$ cat config.mk
export PLATFORM = sky130hd
export DESIGN_NAME = mw_eeprom
export DESIGN_NICKNAME = d
export VERILOG_FILES = /design/src/rtl/mw_pkg.sv /design/src/rtl/mw_sync.sv /design/src/rtl/mw_mem.sv /design/src/rtl/mw_store_timer.sv /design/src/rtl/mw_eeprom.sv
export SDC_FILE = /design/constraint.sdc
export NUM_CORES = 1
export LEC_CHECK = 0
export ABC_CLOCK_PERIOD_IN_PS = 8700
export BUFFER_PORTS_ARGS = -buffer_cell sky130_fd_sc_hd__buf_2
export CORE_ASPECT_RATIO = 0.8
export CORE_MARGIN = 2
export CORE_UTILIZATION = 41
export CTS_CLUSTER_DIAMETER = 200
export DETAILED_ROUTE_END_ITERATION = 7
export PLACE_DENSITY_LB_ADDON = 0.1
export SLEW_MARGIN = 20
export SYNTH_ARGS = -nofsm -noshare
export SYNTH_HDL_FRONTEND = slang
export SYNTH_SLANG_ARGS = --single-unit
export TNS_END_PERCENT = 1
$ cat constraint.sdc
create_clock -name clk -period 8.7 [get_ports clk]
set_input_delay 2.175 -clock clk [delete_from_list [all_inputs] [get_ports clk]]
set_output_delay 2.175 -clock clk [all_outputs]
set_load 0.1 [all_outputs]
$ cat src/rtl/mw_pkg.sv
package mw_pkg;

  typedef enum logic [2:0] {
    ST_IDLE,
    ST_CMD,
    ST_READ,
    ST_WDATA,
    ST_WWAIT,
    ST_SKIP,
    ST_STAT
  } mw_state_e;

  localparam logic [1:0] OP_MISC  = 2'b00;
  localparam logic [1:0] OP_WRITE = 2'b01;
  localparam logic [1:0] OP_READ  = 2'b10;

  localparam logic [1:0] MISC_PERMIT = 2'b11;
  localparam logic [1:0] MISC_FORBID = 2'b00;

endpackage

$ cat src/rtl/mw_sync.sv
module mw_sync #(
  parameter int STAGES = 2,
  parameter int W      = 3
) (
  input  logic         clk,
  input  logic         rst,
  input  logic [W-1:0] d,
  output logic [W-1:0] q
);

  logic [W-1:0] stg [STAGES];

  always_ff @(posedge clk) begin
    if (rst) stg[0] <= '0;
    else     stg[0] <= d;
  end

  for (genvar i = 1; i < STAGES; i++) begin : g_stage
    always_ff @(posedge clk) begin
      if (rst) stg[i] <= '0;
      else     stg[i] <= stg[i-1];
    end
  end

  assign q = stg[STAGES-1];

endmodule

$ cat src/rtl/mw_mem.sv
module mw_mem #(
  parameter int AW = 6,
  parameter int DW = 16
) (
  input  logic          clk,
  input  logic          we,
  input  logic [AW-1:0] waddr,
  input  logic [DW-1:0] wdata,
  input  logic [AW-1:0] raddr,
  output logic [DW-1:0] rdata
);

  localparam int DEPTH = 1 << AW;

  logic [DW-1:0] ram [DEPTH];

  always_ff @(posedge clk) begin
    if (we) ram[waddr] <= wdata;
    rdata <= ram[raddr];
  end

endmodule

$ cat src/rtl/mw_store_timer.sv
module mw_store_timer #(
  parameter int CYCLES = 2000
) (
  input  logic clk,
  input  logic rst,
  input  logic start,
  output logic busy
);

  localparam int CW = $clog2(CYCLES + 1);

  logic [CW-1:0] left_q;

  always_ff @(posedge clk) begin
    if (rst)                left_q <= '0;
    else if (start)         left_q <= CW'(CYCLES);
    else if (left_q != '0)  left_q <= left_q - 1'b1;
  end

  assign busy = (left_q != '0);

endmodule

$ cat src/rtl/mw_eeprom.sv
module mw_eeprom #(
  parameter int ADDR_W       = 6,
  parameter int DATA_W       = 16,
  parameter int STORE_CYCLES = 2000,
  parameter int SYNC_STAGES  = 2
) (
  input  logic clk,
  input  logic rst,
  input  logic cs_i,
  input  logic sk_i,
  input  logic di_i,
  input  logic pgm_en_i,
  output logic do_o,
  output logic do_oe_o
);
  import mw_pkg::*;

  localparam int HDR_W = 2 + ADDR_W;
  localparam int CNT_W = $clog2(((HDR_W > DATA_W) ? HDR_W : DATA_W) + 1);
  localparam logic [CNT_W-1:0] HDR_LAST = CNT_W'(HDR_W - 1);
  localparam logic [CNT_W-1:0] DAT_LAST = CNT_W'(DATA_W - 1);

  logic cs_s, sk_s, di_s, sk_d, sk_rise;
  logic busy;
  logic mem_we;
  logic [DATA_W-1:0] rdata;

  mw_state_e         st_q;
  logic [HDR_W-1:0]  hdr_q, hdr_nx;
  logic [CNT_W-1:0]  cnt_q;
  logic [ADDR_W-1:0] addr_q;
  logic [DATA_W-1:0] wd_q, rsh_q;
  logic              wen_q;
  logic [1:0]        op_nx, top_nx;

  mw_sync #(.STAGES(SYNC_STAGES), .W(3)) u_sync (
    .clk (clk),
    .rst (rst),
    .d   ({cs_i, sk_i, di_i}),
    .q   ({cs_s, sk_s, di_s})
  );

  mw_mem #(.AW(ADDR_W), .DW(DATA_W)) u_mem (
    .clk   (clk),
    .we    (mem_we),
    .waddr (addr_q),
    .wdata (wd_q),
    .raddr (addr_q),
    .rdata (rdata)
  );

  mw_store_timer #(.CYCLES(STORE_CYCLES)) u_timer (
    .clk   (clk),
    .rst   (rst),
    .start (mem_we),
    .busy  (busy)
  );

  always_ff @(posedge clk) begin
    if (rst) sk_d <= 1'b0;
    else     sk_d <= sk_s;
  end

  assign sk_rise = sk_s & ~sk_d;

  always_comb begin
    hdr_nx = {hdr_q[HDR_W-2:0], di_s};
    op_nx  = hdr_nx[HDR_W-1 -: 2];
    top_nx = hdr_nx[ADDR_W-1 -: 2];
  end

  always_ff @(posedge clk) begin
    if (rst) begin
      st_q    <= ST_IDLE;
      hdr_q   <= '0;
      cnt_q   <= '0;
      addr_q  <= '0;
      wd_q    <= '0;
      rsh_q   <= '0;
      wen_q   <= 1'b0;
      mem_we  <= 1'b0;
      do_o    <= 1'b0;
      do_oe_o <= 1'b0;
    end else begin
      mem_we <= 1'b0;
      if (!cs_s) begin
        if (st_q == ST_WWAIT && wen_q && pgm_en_i) mem_we <= 1'b1;
        st_q    <= ST_IDLE;
        cnt_q   <= '0;
        do_o    <= 1'b0;
        do_oe_o <= 1'b0;
      end else begin
        case (st_q)
          ST_IDLE: begin
            if (busy) begin
              st_q    <= ST_STAT;
              do_oe_o <= 1'b1;
              do_o    <= 1'b0;
            end else if (sk_rise && di_s) begin
              st_q  <= ST_CMD;
              cnt_q <= '0;
            end
          end
          ST_CMD: begin
            if (sk_rise) begin
              hdr_q <= hdr_nx;
              cnt_q <= cnt_q + 1'b1;
              if (cnt_q == HDR_LAST) begin
                addr_q <= hdr_nx[ADDR_W-1:0];
                cnt_q  <= '0;
                case (op_nx)
                  OP_READ: begin
                    st_q    <= ST_READ;
                    do_oe_o <= 1'b1;
                    do_o    <= 1'b0;
                  end
                  OP_WRITE: st_q <= ST_WDATA;
                  OP_MISC: begin
                    if (top_nx == MISC_PERMIT)      wen_q <= 1'b1;
                    else if (top_nx == MISC_FORBID) wen_q <= 1'b0;
                    st_q <= ST_SKIP;
                  end
                  default: st_q <= ST_SKIP;
                endcase
              end
            end
          end
          ST_READ: begin
            if (sk_rise) begin
              if (cnt_q == '0) begin
                do_o  <= rdata[DATA_W-1];
                rsh_q <= {rdata[DATA_W-2:0], 1'b0};
              end else begin
                do_o  <= rsh_q[DATA_W-1];
                rsh_q <= {rsh_q[DATA_W-2:0], 1'b0};
              end
              if (cnt_q == DAT_LAST) begin
                cnt_q  <= '0;
                addr_q <= addr_q + 1'b1;
              end else begin
                cnt_q <= cnt_q + 1'b1;
              end
            end
          end
          ST_WDATA: begin
            if (sk_rise) begin
              wd_q  <= {wd_q[DATA_W-2:0], di_s};
              cnt_q <= cnt_q + 1'b1;
              if (cnt_q == DAT_LAST) st_q <= ST_WWAIT;
            end
          end
          ST_STAT: begin
            do_oe_o <= 1'b1;
            do_o    <= ~busy;
          end
          default: ;
        endcase
      end
    end
  end

endmodule

Word level (Yosys, flattened, before mapping)
Memories as Yosys holds them, arrays and structs flattened. A register that Yosys moved wholly into a read port is not among the register bits.
Index checks and enable logic that the tools add are counted.
{"block": "classes", "n_eq_ne": 21, "n_bitwise": 6, "muxes": 46, "n_reduce_logical": 27, "n_addsub": 3}
{"cell": "2-to-1 mux 5 bit", "n": 7}
{"cell": "AND reduction 6 bit", "n": 5}
{"cell": "2-to-1 mux 3 bit", "n": 8}
{"cell": "2-to-1 mux 6 bit", "n": 4}
{"cell": "2-to-1 mux 11 bit", "n": 2}
{"cell": "one-hot mux 5 bit (4 select lines)", "n": 1}
{"cell": "2-to-1 mux 1 bit", "n": 18}
{"cell": "inequality test 2 bit, second input constant", "n": 9}
{"cell": "2-to-1 mux 16 bit", "n": 1}
{"cell": "one-hot mux 6 bit (2 select lines)", "n": 1}
{"cell": "nonzero test 11 bit", "n": 1}
{"cell": "subtractor 11 x 1 -> 11 bit, second input constant", "n": 1}
{"cell": "one-hot mux 3 bit (3 select lines)", "n": 1}
{"cell": "AND reduction 3 bit", "n": 3}
{"cell": "nonzero test 4 bit", "n": 2}
{"cell": "adder 6 x 1 -> 6 bit, second input constant", "n": 1}
{"cell": "equality test 3 x 2 -> 1 bit, second input constant", "n": 2}
{"cell": "equality test 3 bit, second input constant", "n": 2}
{"cell": "one-hot mux 3 bit (2 select lines)", "n": 1}
{"cell": "nonzero test 2 bit", "n": 3}
{"cell": "nonzero test 3 bit", "n": 2}
{"cell": "OR reduction 2 bit", "n": 3}
{"cell": "adder 5 x 1 -> 5 bit, second input constant", "n": 1}
{"cell": "equality test 5 x 3 -> 1 bit, second input constant", "n": 1}
{"cell": "16 further kinds", "n": 23}
{"block": "word_totals", "ff_bits": 69, "out_inout_bits": 2, "mem_count": 2, "ram_bits": 1030, "elab_cells": 118, "inputBits": 6}
{"memory": "u_mem.ram", "words": 64, "word_bits": 16, "rd": 1, "rd_ports_with_merged_regs": 1, "write_ports": 1, "line_no": "mw_mem.sv:15", "rtl": "logic [DW-1:0] ram [DEPTH];"}
{"memory": "u_sync.stg", "words": 2, "word_bits": 3, "rd": 2, "rd_ports_with_merged_regs": 0, "write_ports": 2, "line_no": "mw_sync.sv:11", "rtl": "logic [W-1:0] stg [STAGES];"}

Longest topological paths before layout
Gate-level depths: netlist of run 1.
{"block": "logic_depth", "word_depth": 6, "depth_mapped": 10, "ltp_nobuf": 8}

Cells and area by module
Synthesis of run 1 repeated with hierarchy kept, for this count alone.
{"block": "unflattened", "cells_unflattened": 2251, "area_unflattened_um2": 43613.1}
{"module": "mw_mem", "area_per_inst_um2": 40027.1, "instances": 1, "seq_area_each_um2": 31069.8, "cells_each": 1831}
{"module": "mw_eeprom", "area_per_inst_um2": 2807.7, "instances": 1, "seq_area_each_um2": 1141.1, "cells_each": 339}
{"module": "mw_store_timer", "area_per_inst_um2": 620.6, "instances": 1, "seq_area_each_um2": 220.2, "cells_each": 69}
{"module": "mw_sync", "area_per_inst_um2": 157.7, "instances": 1, "seq_area_each_um2": 120.1, "cells_each": 12}

Worst setup path before layout of run 1
OpenSTA, ideal clock, no wires.
{"block": "synth_path", "path_type": "input-to-reg", "from": "in rst", "to": "reg hdr_q[4]", "t_arrival_ns": 3.009, "setup_ns": 0.128, "cell_stages": 4, "required_ns": 8.572, "slack_ns": 5.564, "path_buffers": 3, "path_cell_list": "clkbuf_1 -> clkbuf_1 -> clkbuf_1 -> nor2_1"}
{"item": "from (decl)", "line_no": "mw_eeprom.sv:8", "rtl": "input logic rst,"}
{"item": "to (signal assigned)", "line_no": "mw_eeprom.sv:106", "rtl": "hdr_q <= hdr_nx;"}
{"item": "to (decl)", "line_no": "mw_eeprom.sv:29", "rtl": "logic [HDR_W-1:0] hdr_q, hdr_nx;"}
No word-level cell between the ends.

==> results by group, run 1 <==
Floorplan
  – DIE AREA: 108,000 µm²
  – Core Box Area: 105,000 µm²
  – Starting Density: 0.414
  – FP Rows: 106
  – Die width: 368 µm
  – Die H: 295 µm
  – I/O pin cnt: 8

Logic synthesis
  – Compound-cell area share of the yosys netlist: 0.0584
  – Post-synthesis mux area share: 0.129
  – Cell Area, Synth: 43,400 µm²
  – Cells after Synth: 2,343
  – Ys Warns: 0
  – Post-synth top area cell: edfxtp_1
  – Ys async rst share: 0
  – Post-synthesis simple-gate area fraction: 0.0405
  – Post-synth EDFFs: 1,024
  – Number of library cell types mapped by synthesis: 68
  – Top cell type's share of synthesized area: 0.709
  – Synthesized Nets: 2,359
  – Sequential-to-total area share from yosys stat: 0.751
  – Syn Area/Cell: 18.5 µm²
  – Largest family of logic cells by synthesized area: multiplexers
  – Adder-cell share of the synthesized area: 0.00288
  – XOR/XNOR Fraction of Synth Area: 0.00162
  – Seq cells post-synth: 1,114
  – Top post-synthesis cells by area: edfxtp_1 (71%), mux4_2 (8.1%), dfxtp_1 (4.2%)
  – Main synth FF type: edfxtp_1

CTS
  – Clock root cell: clkbuf_16
  – Post-CTS resize count: 0
  – CTS tree: built
  – Hold_buf cts: 0
  – TritonCTS Buffers: 109
  – CTS clock-pin slew for the worst setup and hold paths: 0.07 ns
  – Post-CTS Setup Inserts: 0
  – H-tree levels: 3
  – Clock latency on the worst-skew pair: 0.70 ns
  – Clk buf depth: 3
  – Num Clock Sinks: 1,114

Critical path
  – CP Capture Type: flip-flop
  – CP startpoint kind: flip-flop
  – CP top delay family: buffers and inverters
  – Crit path kind: flip-flop to flip-flop
  – Maximum fanout along the worst path: 41
  – CP Data Arrival Time: 4.59 ns
  – Critical Path RT: 9.28 ns
  – CP Buf/Inv Count: 2
  – CP max stage delay: 0.77 ns
  – CP dominant cell by count: buf_4
  – Crit-path slowest cell: buf_4
  – CP cell instances: buf_4, buf_4, mux4_2, a22o_1, nor2_1, o21ai_1, or4_1

STA
  – Skew final: 0.0297 ns
  – Max-slew violations: 0
  – Period utilisation layout: 0.461
  – Fmax: 250 MHz
  – Fin crit period: 4.01 ns
  – Setup ws final: 4.69 ns
  – Final setup violation count: 0
  – Worst Tran Pin Value: 1.08 ns
  – Final Hold Violating Endpoints: 0
  – Unrepaired setup endpoints after global routing: false
  – Setup TNS: 0 ns
  – Max_slew headroom: 0.279

Run status
  – Status: finished clean

GRT
  – Initial antenna violation count: 16
  – Number of global-route vias before repair: 22,244
  – Gr ovfl total: 0
  – First-pass GRT wire length: 167,000 µm
  – Largest net degree at the start of global routing: 124
  – Tot GR Track Use: 0.216

Placed design
  – HPWL after DPL: 68,700 µm
  – Placed insts: 3,723
  – Pre-CTS setup slack: 4.59 ns
  – Port bufs: 7
  – GPL Wtd Cong: 0.817

Cells and area
  – Nets: 2,446
  – Commonest cells after routing, fill and taps aside: edfxtp_1 (1,024), nor2_1 (168), mux4_2 (156), mux2i_1 (125), clkbuf_16 (111)
  – Syn-to-layout area delta: 12.4%
  – Non-filler cells, final: 3,921
  – Ratio of cells with drive above 1 in the final layout: 0.215
  – Commonest non-fill, non-tap cell in the layout: edfxtp_1

Detailed routing
  – Drt drc: 0
  – Top sig layer: met5
  – Routed wl met3: 9160 µm
  – Pre-Repair DR Iteration Count: 5
  – Total wire length: 117,000 µm
  – Via count: 22,703
  – Detail Route Antenna Nets: 0
  – Via density: 5.79
  – Wirelength per Cell: 29.9 µm
  – DR iter-0 viols: 2,546
  – Metal2 WL: 50,700 µm
  – M1 WL: 53,800 µm

Flow run
  – Max-cap violation count: 0

Power
  – Leak: 0.0155 µW
  – PwrDens: 214 nW/µm²
  – VDD IR max: 0.144 mV

Hold path
  – Worst min-delay path category: flip-flop to flip-flop
layout make-up:
cell class	instances	area, µm²
multi-input cells	1072	10100
fillers	8755	55900
inverters	13	48.8
clock buffers	154	3080
repair buffers	120	921
clock inverters	43	246
well taps	1404	1760
diodes	1	2.50
flip-flops and latches	1114	32600
final timing paths:
path | endpoint | depth (start not counted) | startpoint | slack, ns
min reg2reg | u_sync.stg[1][0] | 1 | u_sync.stg[0][0] | 0.44
max reg2reg | u_mem.rdata[7] | 7 | addr_q[0] | 4.69
max | u_mem.rdata[7] | 7 | addr_q[0] | 4.69
min | u_sync.stg[1][0] | 1 | u_sync.stg[0][0] | 0.44
worst reg2reg max path, delay by kind of cell, from the launching register on:
kind	cells	cell delay, ns
AO/OA/AOI/OAI	2	0.37
buffers and inverters	2	1.52
flip-flops	1	0.56
multiplexers	1	0.61
AND/OR/NAND/NOR	2	0.86
Yosys cell counts, types with 9 or more instances:
library cell  number
a21oi_1           42
nand3b_1          12
nand2_1           40
dfxtp_1           90
nand3_1           28
mux2i_1          125
buf_1             15
a32oi_1           11
ha_1              10
nor2_1           170
nand4b_1          10
mux4_2           156
a22oi_1           34
nand2b_1          11
o21ai_0           40
a2bb2oi_1         17
inv_1             11
a211oi_1          19
nor2b_1           25
buf_2             51
clkbuf_1          61
a221oi_1          53
edfxtp_1        1024
buf_6              9
o211ai_1          15
o22ai_1           24
a22o_1            43
mux2_2            71
registers in the layout (all words and copies together) (netlist names):
register        flops
cnt_q               5
hdr_q               7
sk_d                1
u_sync.stg          6
u_timer.left_q     11
do_oe_o             1
do_o                1
rsh_q              15
addr_q              6
u_mem.rdata        16
wd_q               16
st_q                3
u_mem.ram        1024
mem_we              1
wen_q               1
through the flow:
step                       util  area (µm²)  power [µW]  hold slack (ns)
after detailed placement  0.434       45400        6090            0.423
after global routing      0.466       48800       10800            0.462
after global placement    0.434       45400        6080            0.426
after floorplan               -       43400        6050            0.414
after CTS                 0.466       48800       10500            0.437
final                     0.466       48800       10400            0.437
kinds of logic (layout without fill, tap and decap cells):
group / after synthesis / count (layout)
flops: 1114 / 1114
mux: 354 / 354
simple gates: 354 / 354
compound gates: 346 / 346
buf+inv: 157 / 330
fa+ha+maj: 10 / 10
xor+xnor: 8 / 8
other cells: 0 / 1
metal layers:
metal  track usage  vias to the layer above
li1              -                     9716
met1         0.327                    12005
met2         0.311                      808
met3        0.0476                      164
met4        0.0623                       10
met5             0                        -
report_power, final:
part	total, µW	leakage, µW	internal, µW	switching (µW)
registers	5800	0.0102	5770	23.4
logic	178	0.00366	73.4	104
clock network	4470	0.00165	2500	1970
Note: power is estimated with default switching activity, not from simulation.
==> inputs of run 2 (changes only) <==
- ABC_AREA: default -> 1
- ABC_CLOCK_PERIOD_IN_PS: 8700 -> 3600
- clock period: 8.7 -> 3.6 ns (I/O delays scaled with it)
==> results by group, run 2 <==
Floorplan
  – Starting Density: 0.412 (-0.00222)
  – I/O pin cnt: 8 (unchanged)
  – Core Box Area: 112,000 µm² (+7.2%)
  – Die H: 304 µm (+3.2%)
  – DIE AREA: 116,000 µm² (+6.5%)
  – Die width: 379 µm (+3.2%)
  – FP Rows: 110 (+3.8%)

STA
  – Final setup violation count: 0 (unchanged)
  – Fmax: 329 MHz (+32%)
  – Max_slew headroom: 0.247 (-0.0318)
  – Max-slew violations: 0 (unchanged)
  – Skew final: 0.0341 ns (+0.00444 ns)
  – Hold WS: 0.404 ns (-0.0335 ns)
  – Setup ws final: 0.556 ns (-4.14 ns)
  – Unrepaired setup endpoints after global routing: false
  – Final Hold Violating Endpoints: 0 (unchanged)
  – Setup TNS: 0 ns (unchanged)
  – Period utilisation layout: 0.845 (+0.385)
  – Fin crit period: 3.04 ns (-0.964 ns)
  – Worst Tran Pin Value: 1.13 ns (+0.0477 ns)

CTS
  – Clock latency on the worst-skew pair: 0.72 ns (+0.02 ns)
  – Post-CTS Setup Inserts: 0 (unchanged)
  – Hold_buf cts: 0 (unchanged)
  – Clock root cell: clkbuf_16
  – Clk buf depth: 3 (unchanged)
  – Num Clock Sinks: 1,114 (unchanged)
  – CTS tree: built
  – CTS clock-pin slew for the worst setup and hold paths: 0.06 ns (about the same)
  – TritonCTS Buffers: 114 (+4.6%)
  – H-tree levels: 3 (unchanged)
  – Post-CTS resize count: 0 (unchanged)

Critical path
  – Crit path kind: flip-flop to flip-flop
  – CP Capture Type: flip-flop
  – Critical Path RT: 4.18 ns (-5.10 ns)
  – Maximum fanout along the worst path: 82 (+100%)
  – CP Data Arrival Time: 3.63 ns (-0.96 ns)
  – CP startpoint kind: flip-flop
  – Worst Reg-to-Reg Cells: 8 (+1)

Cells and area
  – Nets: 4,289 (+75%)
  – Biggest regs: u_mem.ram x1024, u_mem.rdata x16, wd_q x16
  – Commonest non-fill, non-tap cell in the layout: edfxtp_1
  – Register area: 32,600 µm² (about the same)
  – Commonest cells after routing, fill and taps aside: edfxtp_1 (1,024), nand2_1 (904), inv_1 (525), nor2_1 (444), nand3_1 (273)
  – Ratio of cells with drive above 1 in the final layout: 0.121 (-0.0943)
  – Syn-to-layout area delta: 13.1%
  – Area of the multi-input gates: 10,800 µm² (+6.3%)
  – Fill cells: 10,199 (+16%)
  – Max reg flops: 1,024 (unchanged)
  – Largest Register: u_mem.ram
  – Non-filler cells, final: 5,882 (+50%)
  – Fin util: 0.466 (about the same)

Detailed routing
  – Wirelength per Cell: 21.1 µm (-29%)
  – Via density: 4.96 (-14%)
  – Total wire length: 124,000 µm (+6.2%)
  – Drt drc: 0 (unchanged)
  – Pre-Repair DR Iteration Count: 5 (unchanged)
  – Detail Route Antenna Nets: 0 (unchanged)
  – Via count: 29,182 (+29%)
  – DR iter-0 viols: 3,004 (+18%)

Logic synthesis
  – Ys async rst share: 0 (unchanged)
  – Ys Warns: 0 (unchanged)
  – Post-synth EDFFs: 1,024 (unchanged)
  – Number of library cell types mapped by synthesis: 32 (-53%)
  – Seq cells post-synth: 1,114 (unchanged)
  – Main synth FF type: edfxtp_1
  – Cells after Synth: 4,178 (+78%)
  – Post-synth top area cell: edfxtp_1
  – Most frequent cell after synthesis: edfxtp_1
  – Syn Area/Cell: 11.1 µm² (-40%)
  – Top post-synthesis cells by area: edfxtp_1 (66%), nand2_1 (7.3%), inv_1 (4.3%)
  – Sequential-to-total area share from yosys stat: 0.704 (-0.0466)
  – Synth top cells by count: edfxtp_1 (1,024), nand2_1 (905), inv_1 (525)
  – Cell Area, Synth: 46,200 µm² (+6.6%)
  – Synthesized Nets: 4,194 (+78%)
  – Top cell type's share of synthesized area: 0.665 (-0.0440)

Flow run
  – Max-cap violation count: 0 (unchanged)

Power
  – PwrDens: 500 nW/µm² (+130%)
  – VDD IR max: 0.406 mV (+180%)
  – Sw Share: 0.214 (+0.0133)
  – Share of power burned in the clock network: 0.432 (+0.004)
  – P_sw: 5590 µW (+170%)
  – Reg power frac: 0.537 (-0.018)
  – Leak: 0.0211 µW (+36%)
  – Combinational fraction of design power: 0.031 (+0.014)
  – Cell-internal power: 20,600 µW (+150%)

GRT
  – Gr ovfl total: 0 (unchanged)
  – Number of global-route vias before repair: 27,075 (+22%)
  – First-pass GRT wire length: 183,000 µm (+9.8%)
  – Tot GR Track Use: 0.216 (about the same)
  – Initial antenna violation count: 4 (-12)
  – Largest net degree at the start of global routing: 115 (-7.3%)

Run status
  – Status: finished clean

Hold path
  – Worst min-delay path category: flip-flop to flip-flop
  – Hold Crit Depth: 2 (+1)

Placed design
  – GPL Wtd Cong: 0.810 (-0.84%)
  – Placed insts: 5,669 (+52%)
  – HPWL after DPL: 75,200 µm (+9.5%)
  – Port bufs: 7 (unchanged)
  – Pre-CTS setup slack: 0.441 ns (-4.15 ns)
-- run 2: cell count changes after synthesis, moves of 126 or more --
cell      change
nand2_1     +865
inv_1       +514
nor2_1      +284
nand3_1     +245
o21ai_0     +183
mux4_2      -156
or2_2       +146
o211ai_1    +126
-- run 2: final timing paths --
check                           slack, ns              from                to
worst max-delay path                 0.56         addr_q[0]    u_mem.rdata[7]
worst min-delay path                 0.40  u_sync.stg[0][2]  u_sync.stg[1][2]
worst max register to register       0.56         addr_q[0]    u_mem.rdata[7]
worst min register to register       0.40  u_sync.stg[0][2]  u_sync.stg[1][2]
-- run 2: cells by family (layout without fill, tap and decap cells) --
| kind of cell | after synthesis | count (layout) | synth area share |
|---|---|---|---|
| compound gates | 480 | 480 | 0.0602 |
| xor+xnor | 4 | 4 | 0.000758 |
| fa+ha+maj | 10 | 10 | 0.00271 |
| buf+inv | 730 | 921 | 0.0641 |
| flops | 1114 | 1114 | 0.704 |
| other cells | 0 | 1 | 0 |
| simple gates | 1840 | 1840 | 0.168 |
-- run 2: through the flow --
step,instance area [µm²],total power [µW]
floorplan,46200,14900
global placement,48800,15100
detailed placement,48800,15100
CTS,52300,26400
global route,52300,27000
finish,52300,26200
-- run 2: cell type report --
class,instances,share of cell area
sequential,1114,0.623
multi-input combinational,2334,0.206
clock buffer,165,0.0615
inverter,533,0.0383
tap,1512,0.0362
timing repair buffer,176,0.0295
clock inverter,47,0.00600
antenna,1,0.0000478
-- run 2: critical path: stages (launching register included) --
cell	delay, ns
dfxtp_4	0.74
buf_4	0.73
nand2_1	0.11
nand3_1	0.14
nand2_1	0.10
o21ai_0	0.56
nand2_1	0.11
nor2_1	0.23
nand2_1	0.07
-- run 2: metal layers --
metal / track usage / vias up / part of all wire
li1: - / 14162 / -
met1: 0.336 / 14121 / 0.49
met2: 0.316 / 751 / 0.43
met3: 0.0354 / 148 / 0.059
met4: 0.0462 / 0 / 0.019
met5: 0 / - / 0
-- run 2: power by group through the flow --
stage	registers (µW)	clock network (µW)	logic [µW]
after floorplan	14300	0	603
after global placement	14300	0	786
after detailed placement	14300	0	796
final	14100	11300	811
after global routing	14100	12000	926
after CTS	14000	11500	799
